[src/rtl/div12_counter.sv]
`timescale 1ns/1ps
module div12_counter (
  input  logic clk,
  input  logic rst_n,
  input  logic cnt0_in,
  input  logic cnt1_in,
  input  logic tie_en,
  output logic q0,
  output logic q1,
  output logic q2,
  output logic q3
);
  logic cnt0_d, src_d, q2_d;
  logic src, fall0, fall1, fall_q2;

  assign src     = tie_en ? q0 : cnt1_in;
  assign fall0   = cnt0_d & ~cnt0_in;
  assign fall1   = src_d & ~src;
  assign fall_q2 = q2_d & ~q2;

  always_ff @(posedge clk or negedge rst_n) begin
    if (!rst_n) begin
      cnt0_d <= 1'b0;
      src_d  <= 1'b0;
      q2_d   <= 1'b0;
      q0     <= 1'b0;
      q1     <= 1'b0;
      q2     <= 1'b0;
      q3     <= 1'b0;
    end else begin
      cnt0_d <= cnt0_in;
      src_d  <= src;
      q2_d   <= q2;
      if (fall0) q0 <= ~q0;
      if (fall1) {q2, q1} <= q2 ? 2'b00 : {q1, ~q1};
      if (fall_q2) q3 <= ~q3;
    end
  end
endmodule


[config.mk]
export PLATFORM = sky130hd
export DESIGN_NAME = div12_counter
export DESIGN_NICKNAME = d
export VERILOG_FILES = /design/src/rtl/div12_counter.sv
export SDC_FILE = /design/constraint.sdc
export NUM_CORES = 1
export LEC_CHECK = 0
export BUFFER_PORTS_ARGS = -buffer_cell sky130_fd_sc_hd__buf_2
export CORE_AREA = 2 2 39 41
export DETAILED_ROUTE_END_ITERATION = 8
export DIE_AREA = 0 0 41 43
export GPL_TIMING_DRIVEN = 0
export HOLD_SLACK_MARGIN = 0.08
export PLACE_DENSITY = 0.46
export SYNTH_ARGS = -nofsm -noshare
export SYNTH_HDL_FRONTEND = slang
export SYNTH_SLANG_ARGS = --single-unit
[constraint.sdc]
create_clock -name clk -period 2.79 [get_ports clk]
set_input_delay 0.4185 -clock clk [delete_from_list [all_inputs] [get_ports clk]]
set_output_delay 0.4185 -clock clk [all_outputs]
set_load 0.01 [all_outputs]
==> results.toml <==
[status]
status = "finished clean"

[critical_path]
end_kind = "flip-flop"
crit_required_ns = 2.92
worst_setup_path_start_kind = "flip-flop"
critPathKind = "flip-flop to flip-flop"
crit_arrival_ns = 1.46
cp_max_fo = 3

[clock_tree]
post_cts_buffers = 0
cts_root_buffer = "clkbuf_4"
cts_buffers = 3
tritoncts = "done"
clk_latency_ns = 0.25
numClockSinks = 7
h-tree-depth = 1
cts_buffer_depth = 2
post_cts_resized = 0
cts.clk_slew.worst_paths_ns = 0.05

[timing]
fin_tns_setup_ns = 0
fin_crit_sh_pct = 47.69
fmax_mhz = 751.6
setup_viol = 0
grt_setup_unrepaired = "false"
timing.final.ws_setup_ns = 1.459
layout_min_cycle_time_ns = 1.331
max-slew-margin-rel_pct = 89.47
slew_viol_final = 0
tightest_slew_ns = 0.1579
skew_ns = 0.006394
timing.final.hold_violations = 0

[logic_synthesis]
async_reset_ff_share_pct = 100.0
syn_inst = 18
yosysSeqAreaShare_pct = 64.22
netlist.area_leader.share_pct = 64.22
syn_nets = 23
synth_edf_count = 0
synth_area_um2 = 272.8
ys_top_cells_by_area = "dfrtp_1, mux2_4, xnor2_1"
yosysUniqueCellTypes = 8
avgSynthCellArea_um2 = 15.15
ys_seq_elements = 7
synth_common_cells = "dfrtp_1, mux2_4, nand2b_1, xnor2_1"
yosysWarnings = 0
synthMostInstantiatedCell = "dfrtp_1"
yosys.area.top_type = "dfrtp_1"
synth_flop_cell = "dfrtp_1"

[hold_path]
min_path_type = "primary input to flip-flop"

[drt]
first_pass_iters = 2
wl_per_cell_um = 9.362
drt_iter0_drc = 2
drc_errors = 0
drtAntennaViolNets = 0
vias = 171
routed_wl_um = 440
viasPerCell = 3.638

[global_route]
track_usage_pct = 6.775
antenna_found_initial = 0
overflow = 0
grt_first_pass_wirelength_um = 717
grt_max_degree = 8
grt_pass1_vias = 193

[layout]
fillers = 145
fin_util_pct = 26.67
layout-drive-gt1-share_pct = 48.39
area_growth_pct = 35.32
layout.nets = 37
n_antenna_cell = 0

[die]
fp-row-count = 14
die_w_um = 41
start_util_pct = 19.71
coreArea_mm2 = 0.001384
die_h_um = 43
ios = 9
dieArea_mm2 = 0.001763

[placement]
place_ws_ns = 1.297
routabilityCongestion = 0.5724
io_buffers = 8

[run]
cap_violations = 0

[power_and_ir_drop]
vdd_drop_max_uv = 381.3
p_leak_nw = 0.1838
p_per_area_mw_per_mm2 = 1073
## path summary, 6_finish.rpt
kind                           startpoint                to  slack, ns  depth (start not counted)
max                        q0$_DFFE_PN0P_    q2$_DFFE_PN0P_       1.46                          3
min                               cnt0_in  cnt0_d$_DFF_PN0_       0.30                          1
max reg2reg                q0$_DFFE_PN0P_    q2$_DFFE_PN0P_       1.46                          3
min reg2reg                q3$_DFFE_PN0P_    q3$_DFFE_PN0P_       0.47                          1
max in group asynchronous           rst_n  cnt0_d$_DFF_PN0_       2.10                          2
min in group asynchronous           rst_n    q2$_DFFE_PN0P_       0.53                          2
## per-layer routing
metal | share of wire (%) | track usage [%] | routed length, um
met4 | 0 | 6.000 | 0
met5 | 0 | 0 | 0
met3 | 10 | 3.141 | 46
met2 | 48 | 9.688 | 209
met1 | 42 | 6.908 | 184
## sequential cells by signal (all words and copies together) (netlist names)
name / cells
src_d: 1
q2_d: 1
q1: 1
cnt0_d: 1
q2: 1
q3: 1
q0: 1
## layout make-up
type / instances / area, um^2 / area share (%)
clock buffers: 4 / 26.28 / 7.119
inverters: 1 / 3.754 / 1.017
multi-input cells: 10 / 93.84 / 25.42
flip-flops and latches: 7 / 175.2 / 47.46
well taps: 16 / 20.02 / 5.424
repair buffers: 9 / 50.05 / 13.56
## stage by stage
step           total power, mW  instances  hold WS, ns  cell area, um^2
2_1_floorplan           0.2629         18       0.1229            272.8
3_3_place_gp            0.3001         42       0.2479            332.8
3_5_place_dp            0.3095         42       0.2610            332.8
4_1_cts                 0.4036         47       0.2878            369.1
5_1_grt                 0.4287         47       0.2830            369.1
6_report                0.3961         47       0.2977            369.1
## repair_timing
action                                 CTS  global route
hold buffers                             1             0
endpoints found under the hold margin    7             0
setup endpoints to repair                0             0
## kinds of logic after synthesis
| kind of cell | count (synthesis) | synth area share (%) |
|---|---|---|
| AND/OR/NAND/NOR | 5 | 11.47 |
| XOR/XNOR | 2 | 6.423 |
| multiplexers | 3 | 16.51 |
| flip-flops | 7 | 64.22 |
| buffers and inverters | 1 | 1.375 |
## critical path: stages, from the launching register on
cell,delay [ns]
dfrtp_1,0.40
mux2_4,0.28
or2_4,0.24
mux2_4,0.29
## where the power goes
group          switching, mW  internal, mW  total (mW)
logic                 0.0516        0.0821       0.134
clock network         0.0358        0.0545      0.0903
registers             0.0293         0.143       0.172
## cell usage in the layout, fill, tap and decap left out
cell type / instances
inv_1: 1
buf_2: 8
mux2_4: 3
nor2b_1: 1
clkbuf_1: 1
dfrtp_1: 7
xnor2_1: 2
dlygate4sd3_1: 1
nor2_1: 1
nand2b_1: 2
clkbuf_4: 3
or2_4: 1
Note: power is estimated with default switching activity, not from simulation.
